--- src/rtl/mmu_map_pkg.sv ---
package mmu_map_pkg;

  typedef enum logic [1:0] {
    TGT_NONE  = 2'd0,
    TGT_FLASH = 2'd1,
    TGT_XRAM  = 2'd2,
    TGT_RSVD  = 2'd3
  } tgt_e;

  localparam logic [2:0] ST_OK    = 3'd0;
  localparam logic [2:0] ST_ALIGN = 3'd2;
  localparam logic [2:0] ST_PSIZE = 3'd3;
  localparam logic [2:0] ST_RANGE = 3'd4;

  typedef enum logic [1:0] {
    S_IDLE  = 2'd0,
    S_CHECK = 2'd1,
    S_WRITE = 2'd2,
    S_INIT  = 2'd3
  } map_state_e;

endpackage

--- src/rtl/mmu_arg_check.sv ---
module mmu_arg_check
  import mmu_map_pkg::*;
#(
  parameter int          ADDR_W     = 32,
  parameter int          PAGE_SHIFT = 16,
  parameter int          PAGE_KB    = 64,
  parameter int          SZ_W       = 16,
  parameter int          CNT_W      = 16,
  parameter int          ENTRIES    = 64,
  parameter logic [31:0] VBASE      = 32'h4000_0000,
  localparam int         IDX_W      = $clog2(ENTRIES),
  localparam int         VP_W       = ADDR_W - PAGE_SHIFT
) (
  input  logic              clk,
  input  logic              rst,
  input  logic [ADDR_W-1:0] vaddr,
  input  logic [ADDR_W-1:0] paddr,
  input  logic [SZ_W-1:0]   psize,
  input  logic [CNT_W-1:0]  count,
  output logic [2:0]        err,
  output logic [IDX_W-1:0]  start_idx
);

  localparam logic [ADDR_W-1:0] BASE_L = ADDR_W'(VBASE);
  localparam logic [ADDR_W:0]   ENT_L  = (ADDR_W+1)'(ENTRIES);
  localparam logic [SZ_W-1:0]   PKB_L  = SZ_W'(PAGE_KB);

  logic              psize_bad, align_bad, range_bad, below;
  logic [ADDR_W-1:0] off;
  logic [VP_W-1:0]   vpage;
  logic [ADDR_W:0]   first_pg, last_pg;

  always_comb begin
    psize_bad = (psize != PKB_L);
    align_bad = (|vaddr[PAGE_SHIFT-1:0]) || (|paddr[PAGE_SHIFT-1:0]);
    below     = (vaddr < BASE_L);
    off       = vaddr - BASE_L;
    vpage     = off[ADDR_W-1:PAGE_SHIFT];
    first_pg  = (ADDR_W+1)'(vpage);
    last_pg   = first_pg + (ADDR_W+1)'(count);
    range_bad = below || (first_pg >= ENT_L) || (last_pg > ENT_L);
    start_idx = vpage[IDX_W-1:0];
    if (psize_bad)      err = ST_PSIZE;
    else if (align_bad) err = ST_ALIGN;
    else if (range_bad) err = ST_RANGE;
    else                err = ST_OK;
  end


  order_range_chk: assert property (@(posedge clk) disable iff (rst)
    (err == ST_RANGE) |-> (psize == PKB_L && vaddr[PAGE_SHIFT-1:0] == '0 && paddr[PAGE_SHIFT-1:0] == '0));


  order_align_chk: assert property (@(posedge clk) disable iff (rst)
    (err == ST_ALIGN) |-> (psize == PKB_L));

endmodule

--- src/rtl/mmu_entry_ram.sv ---
module mmu_entry_ram #(
  parameter int  DEPTH = 64,
  parameter int  DW    = 18,
  localparam int AW    = $clog2(DEPTH)
) (
  input  logic          clk,
  input  logic          we,
  input  logic [AW-1:0] waddr,
  input  logic [DW-1:0] wdata,
  input  logic [AW-1:0] raddr,
  output logic [DW-1:0] rdata
);

  logic [DW-1:0] mem [DEPTH];

  always_ff @(posedge clk) begin
    if (we) mem[waddr] <= wdata;
    rdata <= mem[raddr];
  end

endmodule

--- src/rtl/mmu_map_ctrl.sv ---
module mmu_map_ctrl
  import mmu_map_pkg::*;
#(
  parameter int          ADDR_W     = 32,
  parameter int          PAGE_SHIFT = 16,
  parameter int          PAGE_KB    = 64,
  parameter int          SZ_W       = 16,
  parameter int          CNT_W      = 16,
  parameter int          PN_W       = 16,
  parameter int          ENTRIES    = 64,
  parameter logic [31:0] VBASE      = 32'h4000_0000,
  localparam int         IDX_W      = $clog2(ENTRIES)
) (
  input  logic              clk,
  input  logic              rst,
  input  logic              cmd_valid,
  input  logic              cmd_init,
  input  logic [1:0]        cmd_target,
  input  logic [ADDR_W-1:0] cmd_vaddr,
  input  logic [ADDR_W-1:0] cmd_paddr,
  input  logic [SZ_W-1:0]   cmd_psize,
  input  logic [CNT_W-1:0]  cmd_count,
  input  logic              cmd_fixed,
  output logic              busy,
  output logic              done,
  output logic [2:0]        status,
  output logic              wr_en,
  output logic [IDX_W-1:0]  wr_idx,
  output logic [1:0]        wr_target,
  output logic [PN_W-1:0]   wr_page
);

  localparam logic [IDX_W-1:0] LAST_IDX = IDX_W'(ENTRIES - 1);

  map_state_e        state;
  tgt_e              tgt_q;
  logic [ADDR_W-1:0] vaddr_q, paddr_q;
  logic [SZ_W-1:0]   psize_q;
  logic [CNT_W-1:0]  cnt_q, left_q;
  logic              fixed_q;
  logic [IDX_W-1:0]  idx_q;
  logic [PN_W-1:0]   page_q;
  logic [2:0]        chk_err;
  logic [IDX_W-1:0]  chk_idx;

  mmu_arg_check #(
    .ADDR_W(ADDR_W), .PAGE_SHIFT(PAGE_SHIFT), .PAGE_KB(PAGE_KB),
    .SZ_W(SZ_W), .CNT_W(CNT_W), .ENTRIES(ENTRIES), .VBASE(VBASE)
  ) u_check (
    .clk(clk), .rst(rst),
    .vaddr(vaddr_q), .paddr(paddr_q), .psize(psize_q), .count(cnt_q),
    .err(chk_err), .start_idx(chk_idx)
  );

  always_ff @(posedge clk) begin
    if (rst) begin
      state   <= S_IDLE;
      done    <= 1'b0;
      status  <= ST_OK;
      tgt_q   <= TGT_NONE;
      vaddr_q <= '0;
      paddr_q <= '0;
      psize_q <= '0;
      cnt_q   <= '0;
      left_q  <= '0;
      fixed_q <= 1'b0;
      idx_q   <= '0;
      page_q  <= '0;
    end else begin
      done <= 1'b0;
      unique case (state)
        S_IDLE: begin
          if (cmd_valid) begin
            tgt_q   <= tgt_e'(cmd_target);
            vaddr_q <= cmd_vaddr;
            paddr_q <= cmd_paddr;
            psize_q <= cmd_psize;
            cnt_q   <= cmd_count;
            fixed_q <= cmd_fixed;
            idx_q   <= '0;
            state   <= cmd_init ? S_INIT : S_CHECK;
          end
        end
        S_CHECK: begin
          if (chk_err != ST_OK || cnt_q == '0) begin
            done   <= 1'b1;
            status <= chk_err;
            state  <= S_IDLE;
          end else begin
            idx_q  <= chk_idx;
            left_q <= cnt_q;
            page_q <= paddr_q[PAGE_SHIFT+PN_W-1:PAGE_SHIFT];
            state  <= S_WRITE;
          end
        end
        S_WRITE: begin
          idx_q  <= idx_q + 1'b1;
          left_q <= left_q - 1'b1;
          if (!fixed_q) page_q <= page_q + 1'b1;
          if (left_q == CNT_W'(1)) begin
            done   <= 1'b1;
            status <= ST_OK;
            state  <= S_IDLE;
          end
        end
        S_INIT: begin
          idx_q <= idx_q + 1'b1;
          if (idx_q == LAST_IDX) begin
            done   <= 1'b1;
            status <= ST_OK;
            state  <= S_IDLE;
          end
        end
        default: state <= S_IDLE;
      endcase
    end
  end

  always_comb begin
    busy      = (state != S_IDLE);
    wr_en     = (state == S_WRITE) || (state == S_INIT);
    wr_idx    = idx_q;
    wr_target = (state == S_INIT) ? TGT_NONE : tgt_q;
    wr_page   = (state == S_INIT) ? '1 : page_q;
  end


  done_pulse_chk: assert property (@(posedge clk) disable iff (rst)
    done |=> !done);


  done_idle_chk: assert property (@(posedge clk) disable iff (rst)
    done |-> !busy);


  no_write_on_err_chk: assert property (@(posedge clk) disable iff (rst)
    (state == S_CHECK && chk_err != ST_OK) |=> !wr_en);


  incr_page_chk: assert property (@(posedge clk) disable iff (rst)
    (state == S_WRITE && $past(state == S_WRITE) && !fixed_q)
      |-> (wr_page == $past(wr_page) + 1'b1 && wr_idx == $past(wr_idx) + 1'b1));


  fixed_page_chk: assert property (@(posedge clk) disable iff (rst)
    (state == S_WRITE && $past(state == S_WRITE) && fixed_q) |-> $stable(wr_page));


  init_invalid_chk: assert property (@(posedge clk) disable iff (rst)
    (state == S_INIT) |-> (wr_en && wr_target == TGT_NONE && wr_page == '1));


  status_legal_chk: assert property (@(posedge clk) disable iff (rst)
    done |-> (status == ST_OK || status == ST_ALIGN || status == ST_PSIZE || status == ST_RANGE));

endmodule

--- src/rtl/mmu_page_mapper.sv ---
module mmu_page_mapper
  import mmu_map_pkg::*;
#(
  parameter int          ADDR_W     = 32,
  parameter int          PAGE_SHIFT = 16,
  parameter int          PAGE_KB    = 64,
  parameter int          SZ_W       = 16,
  parameter int          CNT_W      = 16,
  parameter int          PN_W       = 16,
  parameter int          ENTRIES    = 64,
  parameter logic [31:0] VBASE      = 32'h4000_0000,
  localparam int         IDX_W      = $clog2(ENTRIES),
  localparam int         ENT_W      = PN_W + 2,
  localparam int         VP_W       = ADDR_W - PAGE_SHIFT
) (
  input  logic              clk,
  input  logic              rst,
  input  logic              cmd_valid,
  input  logic              cmd_init,
  input  logic [1:0]        cmd_target,
  input  logic [ADDR_W-1:0] cmd_vaddr,
  input  logic [ADDR_W-1:0] cmd_paddr,
  input  logic [SZ_W-1:0]   cmd_psize,
  input  logic [CNT_W-1:0]  cmd_count,
  input  logic              cmd_fixed,
  output logic              busy,
  output logic              done,
  output logic [2:0]        status,
  input  logic [ADDR_W-1:0] lk_vaddr,
  output logic [1:0]        lk_target,
  output logic [PN_W-1:0]   lk_page
);

  localparam logic [ADDR_W-1:0] BASE_L = ADDR_W'(VBASE);
  localparam logic [VP_W-1:0]   ENT_VP = VP_W'(ENTRIES);

  logic             wr_en;
  logic [IDX_W-1:0] wr_idx;
  logic [1:0]       wr_target;
  logic [PN_W-1:0]  wr_page;
  logic [ENT_W-1:0] rd_data;

  logic [ADDR_W-1:0] lk_off;
  logic [VP_W-1:0]   lk_vp;
  logic              lk_in;
  logic              lk_in_q;

  mmu_map_ctrl #(
    .ADDR_W(ADDR_W), .PAGE_SHIFT(PAGE_SHIFT), .PAGE_KB(PAGE_KB), .SZ_W(SZ_W),
    .CNT_W(CNT_W), .PN_W(PN_W), .ENTRIES(ENTRIES), .VBASE(VBASE)
  ) u_ctrl (
    .clk(clk), .rst(rst),
    .cmd_valid(cmd_valid), .cmd_init(cmd_init), .cmd_target(cmd_target),
    .cmd_vaddr(cmd_vaddr), .cmd_paddr(cmd_paddr), .cmd_psize(cmd_psize),
    .cmd_count(cmd_count), .cmd_fixed(cmd_fixed),
    .busy(busy), .done(done), .status(status),
    .wr_en(wr_en), .wr_idx(wr_idx), .wr_target(wr_target), .wr_page(wr_page)
  );

  always_comb begin
    lk_off = lk_vaddr - BASE_L;
    lk_vp  = lk_off[ADDR_W-1:PAGE_SHIFT];
    lk_in  = (lk_vaddr >= BASE_L) && (lk_vp < ENT_VP);
  end

  mmu_entry_ram #(.DEPTH(ENTRIES), .DW(ENT_W)) u_ram (
    .clk(clk),
    .we(wr_en), .waddr(wr_idx), .wdata({wr_target, wr_page}),
    .raddr(lk_vp[IDX_W-1:0]), .rdata(rd_data)
  );

  always_ff @(posedge clk) begin
    if (rst) lk_in_q <= 1'b0;
    else     lk_in_q <= lk_in;
  end

  always_comb begin
    lk_target = lk_in_q ? rd_data[ENT_W-1:PN_W] : TGT_NONE;
    lk_page   = lk_in_q ? rd_data[PN_W-1:0]     : '1;
  end


  outside_invalid_chk: assert property (@(posedge clk) disable iff (rst)
    !lk_in_q |-> (lk_target == TGT_NONE && lk_page == '1));


  write_busy_chk: assert property (@(posedge clk) disable iff (rst)
    wr_en |-> (busy && !done));

endmodule

--- config.mk ---
export PLATFORM = sky130hd
export DESIGN_NAME = mmu_page_mapper
export DESIGN_NICKNAME = d
export VERILOG_FILES = /design/src/rtl/mmu_map_pkg.sv /design/src/rtl/mmu_arg_check.sv /design/src/rtl/mmu_entry_ram.sv /design/src/rtl/mmu_map_ctrl.sv /design/src/rtl/mmu_page_mapper.sv
export SDC_FILE = /design/constraint.sdc
export NUM_CORES = 1
export LEC_CHECK = 0
export ABC_CLOCK_PERIOD_IN_PS = 5700
export BUFFER_PORTS_ARGS = -buffer_cell sky130_fd_sc_hd__buf_2
export CAP_MARGIN = 20
export CORE_MARGIN = 2
export CORE_UTILIZATION = 60
export CTS_BUF_LIST = sky130_fd_sc_hd__clkbuf_8
export CTS_CLUSTER_SIZE = 40
export DETAILED_ROUTE_END_ITERATION = 8
export PLACE_DENSITY = 0.87
export SLEW_MARGIN = 20
export SYNTH_ARGS = -nofsm -noshare
export SYNTH_HDL_FRONTEND = slang
export SYNTH_SLANG_ARGS = --single-unit
--- constraint.sdc ---
create_clock -name clk -period 5.7 [get_ports clk]
set_clock_uncertainty 0.2 [all_clocks]
set_input_delay 1.14 -clock clk [delete_from_list [all_inputs] [get_ports clk]]
set_output_delay 1.14 -clock clk [all_outputs]
set_load 0.005 [all_outputs]
==> metrics, run 1 <==
status complete, no violations; PortBufs 141; Hold Vio Cnt, Final 0; CP max stage cell nand3_1; Synth Flop Type edfxtp_1; Starting Density 60.8%; flop2flop setup slack 1.46 ns; #FFs+latches synth 1,314; clock sink count 1,314; Routed WL 129,000 microns; met2 routed WL 65,000 microns; drt first pass iters 8; largest family of logic cells by synthesized area multiplexers; worst path required time 6.23 ns; Final TNS setup 0 ns; WL met3 13,900 microns; M1 WL 44,500 microns; Power Dens Cells 383 mW/mm^2; number of global-route vias before repair 28,952; largest net degree at the start of global routing 100; Peak Freq 236 MHz; Die X 298 microns; Syn Nets 2,931; setup bufs post-CTS 0; DR DRC count 0; Row Count 107; first-pass GRT wire length 188,000 microns; Max-Cap Viols 0; Synth Area per Inst 18.8 sq um; synthesized cell area 0.0520 sq mm; Hold Path Depth 2; CP Capture Type flip-flop; htree depth 4; Simple-Gate Fraction of Synth Area 5.14%; 1st-iter DRT viols 3,924; final instance area 0.0583 sq mm; CP bufs+invs 0; crit path kind reg -> reg; Post-synth EDFFs 1,152; clock-pin transition on the worst setup and hold timing paths 0.06 ns; Synth cell types 75; vias per cell 6.58; Die Ht 298 microns; CP max stage delay 0.64 ns; crit path max fanout 9; worst r2r src u_ctrl.cnt_q[0]$_SDFFE_PP0P_; terminating pin of the worst hold path u_ctrl.vaddr_q[0]$_SDFFE_PP0P_; clk buf depth 3; Reg2Reg Depth 11; Vias 28,574; Async S/R FF share, synth 0%; Warnings, synthesis 0; peak supply drop 311 uV; Syn Inst Count 2,767; clock root buffer clkbuf_8; fin nets 3,202; TritonCTS clock tree yes; DIE AREA 0.0891 sq mm; period utilization 74.4%; Hold Crit Class reg -> reg; multiplexer share of the synthesized area 16.8%; reg2reg end u_ctrl.state[1]$_SDFFE_PP0P_; GRT overflow 0; Cell Chain, Critical Path ha_1 > fa_1 > a21o_2 > a221oi_2 > nor2_1 > o41ai_2 > xnor2_1 > nor3_2 > nand3_1 > o21a_1 > a211oi_1; num ports 158; crit path time final 4.24 ns; headroom to the max-slew limit 31.7%; HP Start u_ctrl.vaddr_q[0]$_SDFFE_PP0P_; Pwr Total 22.4 mW; post-cts hold buffer count 0; # fillers 4,979; Area after DPL 0.0544 sq mm; Core ar. 0.0855 sq mm; GPL Wtd Cong 0.834; Worst-Margin Slew 1.02 ns; share of cells above drive strength 1 28.8%; sequential cell area fraction in the yosys report 72.7%; RSZ-0062 raised after global routing false; initial antenna violation count 7; DP HPWL 76,600 microns; Final Setup Violations 0; Top Family by Delay on Critical Path compound AO/OA/AOI/OAI gates; area grow syn2layout 12.1%; Synth Area in Compound Gates 3.01%; post-route ant nets 0; Slew Limit Fails 0; Critical Path Source Type flip-flop; leakage power 19.6 nW; Clk Latency, worst-skew pair 0.85 ns; GRT Total Usage 29.2%; post-CTS resize count 0; uppermost routed layer met5; post-synthesis adder-cell area fraction 0.712%; CTS buffer count 195; XOR/XNOR Fraction of Synth Area 0.269%; worst path arrival time 4.77 ns; WL/cell 29.7 microns
[worst max-delay path by stage]
stage                            startpoint                        endpoint  slack (ns)  cells past startpoint
2_1_floorplan  u_ctrl.state[0]$_SDFFE_PP0P_      u_ram.mem[32][0]$_DFFE_PP_        1.63                      7
3_3_place_gp                   lk_vaddr[16]          u_ram.rdata[1]$_DFF_P_        1.52                      5
3_5_place_dp                   lk_vaddr[16]          u_ram.rdata[0]$_DFF_P_        1.43                      5
4_1_cts        u_ctrl.cnt_q[0]$_SDFFE_PP0P_  u_ctrl.page_q[11]$_SDFFE_PP0P_        1.49                     12
5_1_grt        u_ctrl.cnt_q[0]$_SDFFE_PP0P_  u_ctrl.page_q[11]$_SDFFE_PP0P_        1.28                     12
6_report       u_ctrl.cnt_q[0]$_SDFFE_PP0P_    u_ctrl.state[1]$_SDFFE_PP0P_        1.46                     11
[where the power goes]
part	switching (mW)	internal, mW	total (mW)
registers	0.260	11.4	11.7
logic	2.28	0.998	3.28
clock network	3.58	3.80	7.38
[registers in the layout (all words and copies together) (netlist names)]
register,cells
u_ctrl.state,2
u_ctrl.paddr_q,32
u_ram.mem,1152
u_ctrl.psize_q,16
u_ctrl.fixed_q,1
u_ctrl.status,3
u_ctrl.page_q,16
lk_in_q,1
u_ram.rdata,18
u_ctrl.cnt_q,16
u_ctrl.done,1
u_ctrl.tgt_q,2
u_ctrl.vaddr_q,32
u_ctrl.wr_idx,6
u_ctrl.left_q,16
[final cells by class]
type	instances	area (sq um)	share of cell area, %
diodes	6	15.0	0.0257
clock buffers	215	2960	5.07
clock inverters	135	832	1.43
inverters	18	67.6	0.116
multi-input cells	1269	13500	23.2
flip-flops and latches	1314	37800	64.9
well taps	1144	1430	2.45
repair buffers	240	1630	2.80
[cells in the mapped netlist, types with 3 or more instances]
cell	number	share of area, %
a21o_1	4	0.058
ha_1	28	0.67
o21ai_0	7	0.067
buf_1	34	0.25
o22ai_1	5	0.060
o311ai_0	4	0.067
mux4_2	378	16
buf_2	6	0.058
clkbuf_1	123	0.89
o31a_1	6	0.10
inv_1	18	0.13
nor3_1	26	0.25
a221oi_1	3	0.051
edfxtp_1	1152	66
mux2_4	3	0.087
nand4_1	8	0.096
and2_1	4	0.048
nand3_1	24	0.23
nor2b_1	7	0.084
or3_1	12	0.14
nand2b_1	27	0.32
a31oi_1	9	0.11
or2_2	23	0.28
nor2_1	124	0.89
o211ai_1	9	0.13
nand3b_1	6	0.087
dfxtp_1	162	6.2
xor2_1	8	0.13
xnor2_1	8	0.13
a31o_2	4	0.067
mux2i_1	15	0.29
o221ai_1	3	0.051
a21oi_1	150	1.4
o221a_2	3	0.065
and3_1	17	0.20
o32ai_1	4	0.067
nor4_1	24	0.29
nand2_1	257	1.9
o31ai_1	9	0.13
a22oi_1	8	0.12
[layer usage]
| metal | vias up | global-route usage, % |
|---|---|---|
| met2 | 1991 | 48.2 |
| met3 | 337 | 6.82 |
| met4 | 2 | 12.8 |
| li1 | 11747 | - |
| met1 | 14497 | 37.5 |
| met5 | - | 0 |
[worst min-delay path, cell delays in order, from the launching register on]
cell and delay (ns):
dfxtp_1 0.31, nand2_1 0.05, a21oi_1 0.05
[cell usage in the layout, fill, tap and decap left out, types with 8 or more instances in the layout]
cell	n
and3_1	17
nor2_1	124
mux4_2	378
a22oi_1	8
or2_4	15
nor4_1	22
nand2b_1	27
xnor2_1	8
inv_1	95
o211ai_1	9
nand4_1	8
nand3_1	24
o31ai_1	9
nor3_1	26
ha_1	28
a31oi_1	9
buf_12	8
mux2i_1	15
or3_1	12
a21oi_1	150
buf_2	137
buf_4	90
clkinv_1	24
xor2_1	8
edfxtp_1	1152
clkinv_2	13
or2_2	8
dfxtp_1	162
clkbuf_8	215
nand2_1	256
[cell families (layout without fill, tap and decap cells)]
kind of cell / after synthesis / count (layout)
muxes: 397 / 397
xor gates and xnor gates: 16 / 16
buffers and inverters: 184 / 608
adders and majority gates: 29 / 29
DFF: 1314 / 1314
and+or+nand+nor: 578 / 578
other: 0 / 6
AOI/OAI and AO/OA: 249 / 249
[per-stage QoR]
stage	utilization (%)	setup slack, ns	hold WS, ns	std cells
after floorplan	-	1.63	0.232	2767
after global placement	63.6	1.52	0.240	3982
after detailed placement	63.6	1.43	0.249	3982
after CTS	68.0	1.49	0.257	4332
after global routing	68.2	1.28	0.278	4337
final	68.2	1.46	0.258	4341
Note: power is estimated with default switching activity, not from simulation.
==> inputs of run 2 (changes only) <==
--- a/config.mk
+++ b/config.mk
@@ -5,7 +5,7 @@
 export SDC_FILE = /design/constraint.sdc
 export NUM_CORES = 1
 export LEC_CHECK = 0
-export ABC_CLOCK_PERIOD_IN_PS = 5700
+export ABC_CLOCK_PERIOD_IN_PS = 3900
 export BUFFER_PORTS_ARGS = -buffer_cell sky130_fd_sc_hd__buf_2
 export CAP_MARGIN = 20
 export CORE_MARGIN = 2
==> constraint.sdc (replaced) <==
create_clock -name clk -period 3.9 [get_ports clk]
set_clock_uncertainty 0.2 [all_clocks]
set_input_delay 0.78 -clock clk [delete_from_list [all_inputs] [get_ports clk]]
set_output_delay 0.78 -clock clk [all_outputs]
set_load 0.005 [all_outputs]
==> run 2 against run 1 <==
Sequential share of layout area decreased by 1.5 points. Count of clock-buffer cells in the layout down 2. Total power increased by 49%. Largest power group unchanged. Worst setup slack worse by 1.3 ns. Largest cell class unchanged. Sequential power increased by 46%. Critical path type unchanged.
==> metrics, run 2 (synthesized netlist as in run 1, its figures left out) <==
status complete, no violations (unchanged); pre-CTS setup slack 0.144 ns (was 1.43 ns); crit path max fanout 11 (was 9); leakage power 20.2 nW (was 19.6 nW); Peak Freq 267 MHz (was 236 MHz); GPL Wtd Cong 0.877 (was 0.834); P_sw 9.25 mW (was 6.12 mW); clock share of power 33.3% (was 33.0%); Final Setup Violations 0 (unchanged); flop2flop setup slack 0.15 ns (was 1.46 ns); GRT met3 Usage 6.81% (was 6.82%); leading cell type in the layout, fill and taps excluded edfxtp_1 (unchanged); fin nets 3,332 (was 3,202); CP Capture Type flip-flop (unchanged); CP max stage cell dfxtp_1 (was nand3_1); end-of-flow core utilization 69.8% (was 68.2%); largest net degree at the start of global routing 100 (unchanged); peak supply drop 475 uV (was 311 uV); initial antenna violation count 4 (was 7); first-pass GRT wire length 199,000 microns (was 188,000 microns); Critical Path Source Type flip-flop (unchanged); num ports 158 (unchanged); grt met2 use 51.5% (was 48.2%); period utilization 96.1% (was 74.4%); sequential power share 51.3% (was 52.3%); max reg flops 1,152 (unchanged); CTS buffer count 197 (was 195); DIE AREA 0.0891 sq mm (unchanged); Die X 298 microns (unchanged); post-route ant nets 0 (unchanged); Pwr Total 33.3 mW (was 22.4 mW); Hold Crit Class in -> reg (was reg -> reg); number of global-route vias before repair 30,414 (was 28,952); Worst-Margin Slew 1.04 ns (was 1.02 ns); share of cells above drive strength 1 29.3% (was 28.8%); clock root buffer clkbuf_8 (unchanged); crit path kind reg -> reg (unchanged); RSZ-0062 raised after global routing false (unchanged); Final TNS setup 0 ns (unchanged); headroom to the max-slew limit 31.0% (was 31.7%); Combinational Power Share 15.4% (was 14.7%); most used cell, CP buf_4; 1st-iter DRT viols 4,165 (was 3,924); clock sink count 1,314 (unchanged); htree depth 4 (unchanged); Slew Limit Fails 0 (unchanged); drt first pass iters 6 (was 8); worst path arrival time 4.31 ns (was 4.77 ns); met1 Usage GRT 39.8% (was 37.5%); Power Dens Cells 557 mW/mm^2 (was 383 mW/mm^2); Area after DPL 0.0548 sq mm (was 0.0544 sq mm); clock-pin transition on the worst setup and hold timing paths 0.07 ns (was 0.06 ns); Die Ht 298 microns (unchanged); clk buf depth 3 (unchanged); Routed WL 136,000 microns (was 129,000 microns); Pint 24.0 mW (was 16.2 mW); Hold Vio Cnt, Final 0 (unchanged); Cell Chain, Critical Path ha_1 > and3_1 > a211o_4 > a221oi_4 > xor2_1 > nand4_1 > nor4_4 > buf_4 > buf_4 > nand4_2 > buf_4 > mux2_4 > o22ai_1 (was ha_1 > fa_1 > a21o_2 > a221oi_2 > nor2_1 > o41ai_2 > xnor2_1 > nor3_2 > nand3_1 > o21a_1 > a211oi_1); crit path time final 3.75 ns (was 4.24 ns); Starting Density 60.8% (unchanged); Clk Latency, worst-skew pair 0.84 ns (was 0.85 ns); global routing's busiest layer met2 (unchanged); GRT overflow 0 (unchanged); Vias 29,800 (was 28,574); worst path required time 4.46 ns (was 6.23 ns); most frequent cells in the layout edfxtp_1 (1,152), mux4_2 (378), nand2_1 (256), clkbuf_8 (213), dfxtp_1 (162) (was edfxtp_1 (1,152), mux4_2 (378), nand2_1 (256), clkbuf_8 (215), dfxtp_1 (162)); WL/cell 30.3 microns (was 29.7 microns); TritonCTS clock tree yes (unchanged); GRT Total Usage 30.8% (was 29.2%); DR DRC count 0 (unchanged); CP max stage delay 0.43 ns (was 0.64 ns); Core ar. 0.0855 sq mm (unchanged); final instance area 0.0597 sq mm (was 0.0583 sq mm); Worst Slack Setup Final 0.151 ns (was 1.46 ns); Largest regs u_ram.mem: 1152 flops, u_ctrl.paddr_q: 32 flops, u_ctrl.vaddr_q: 32 flops (unchanged); PortBufs 141 (unchanged); Row Count 107 (unchanged); area grow syn2layout 14.8% (was 12.1%); vias per cell 6.65 (was 6.58); Max-Cap Viols 0 (unchanged); Switching Fraction 27.8% (was 27.4%); Biggest register u_ram.mem (unchanged); DP HPWL 79,900 microns (was 76,600 microns)
## run 2: critical path: cells and delay by family, from the launching register on
family / cells / cell delay, ns
and+or+nand+nor: 4 / 0.88
AOI/OAI and AO/OA: 3 / 0.82
buffers and inverters: 3 / 0.52
DFF: 1 / 0.43
adders and majority gates: 1 / 0.34
muxes: 1 / 0.30
xor gates and xnor gates: 1 / 0.17
## run 2: power groups by stage
stage               clock network (mW)  logic, mW  registers (mW)
floorplan                            0       3.16            17.2
global placement                     0       4.49            17.3
detailed placement                   0       4.85            17.4
CTS                               11.2       4.96            17.1
global route                      11.7       5.51            17.1
finish                            11.1       5.14            17.1
## run 2: layout make-up
type	count	area, sq um
flip-flops and latches	1314	37800
fillers	4722	25800
multi-input cells	1269	13600
clock buffers	213	2930
repair buffers	368	2920
well taps	1144	1430
clock inverters	149	958
inverters	18	67.6
diodes	3	7.51
## run 2: timing repair
action                     4_1_cts  5_1_grt
buffers inserted                 0        2
setup endpoints to repair        0       16
hold buffers                    94        0
gates resized for setup          0        6
hold endpoints to repair        94        0
## run 2: worst paths after layout
path,cells past startpoint,startpoint,to
setup / recovery,13,u_ctrl.cnt_q[4]$_SDFFE_PP0P_,u_ctrl.left_q[7]$_SDFFE_PP0P_
hold / removal,3,cmd_vaddr[22],u_ctrl.vaddr_q[22]$_SDFFE_PP0P_
setup reg to reg,13,u_ctrl.cnt_q[4]$_SDFFE_PP0P_,u_ctrl.left_q[7]$_SDFFE_PP0P_
hold reg to reg,2,u_ctrl.paddr_q[0]$_SDFFE_PP0P_,u_ctrl.paddr_q[0]$_SDFFE_PP0P_
## run 2: layer usage
| metal | up-vias | share of wire [%] |
|---|---|---|
| met3 | 376 | 11 |
| met4 | 2 | 4.3 |
| met1 | 15142 | 34 |
| met5 | - | 0.0059 |
| li1 | 12026 | - |
| met2 | 2254 | 51 |
## run 2: per-stage QoR
step | hold slack (ns) | std cells
3_3_place_gp | 0.241 | 4017
6_report | 0.0592 | 4478
4_1_cts | 0.000437 | 4473
2_1_floorplan | 0.232 | 2767
5_1_grt | 0.0539 | 4478
3_5_place_dp | 0.248 | 4017
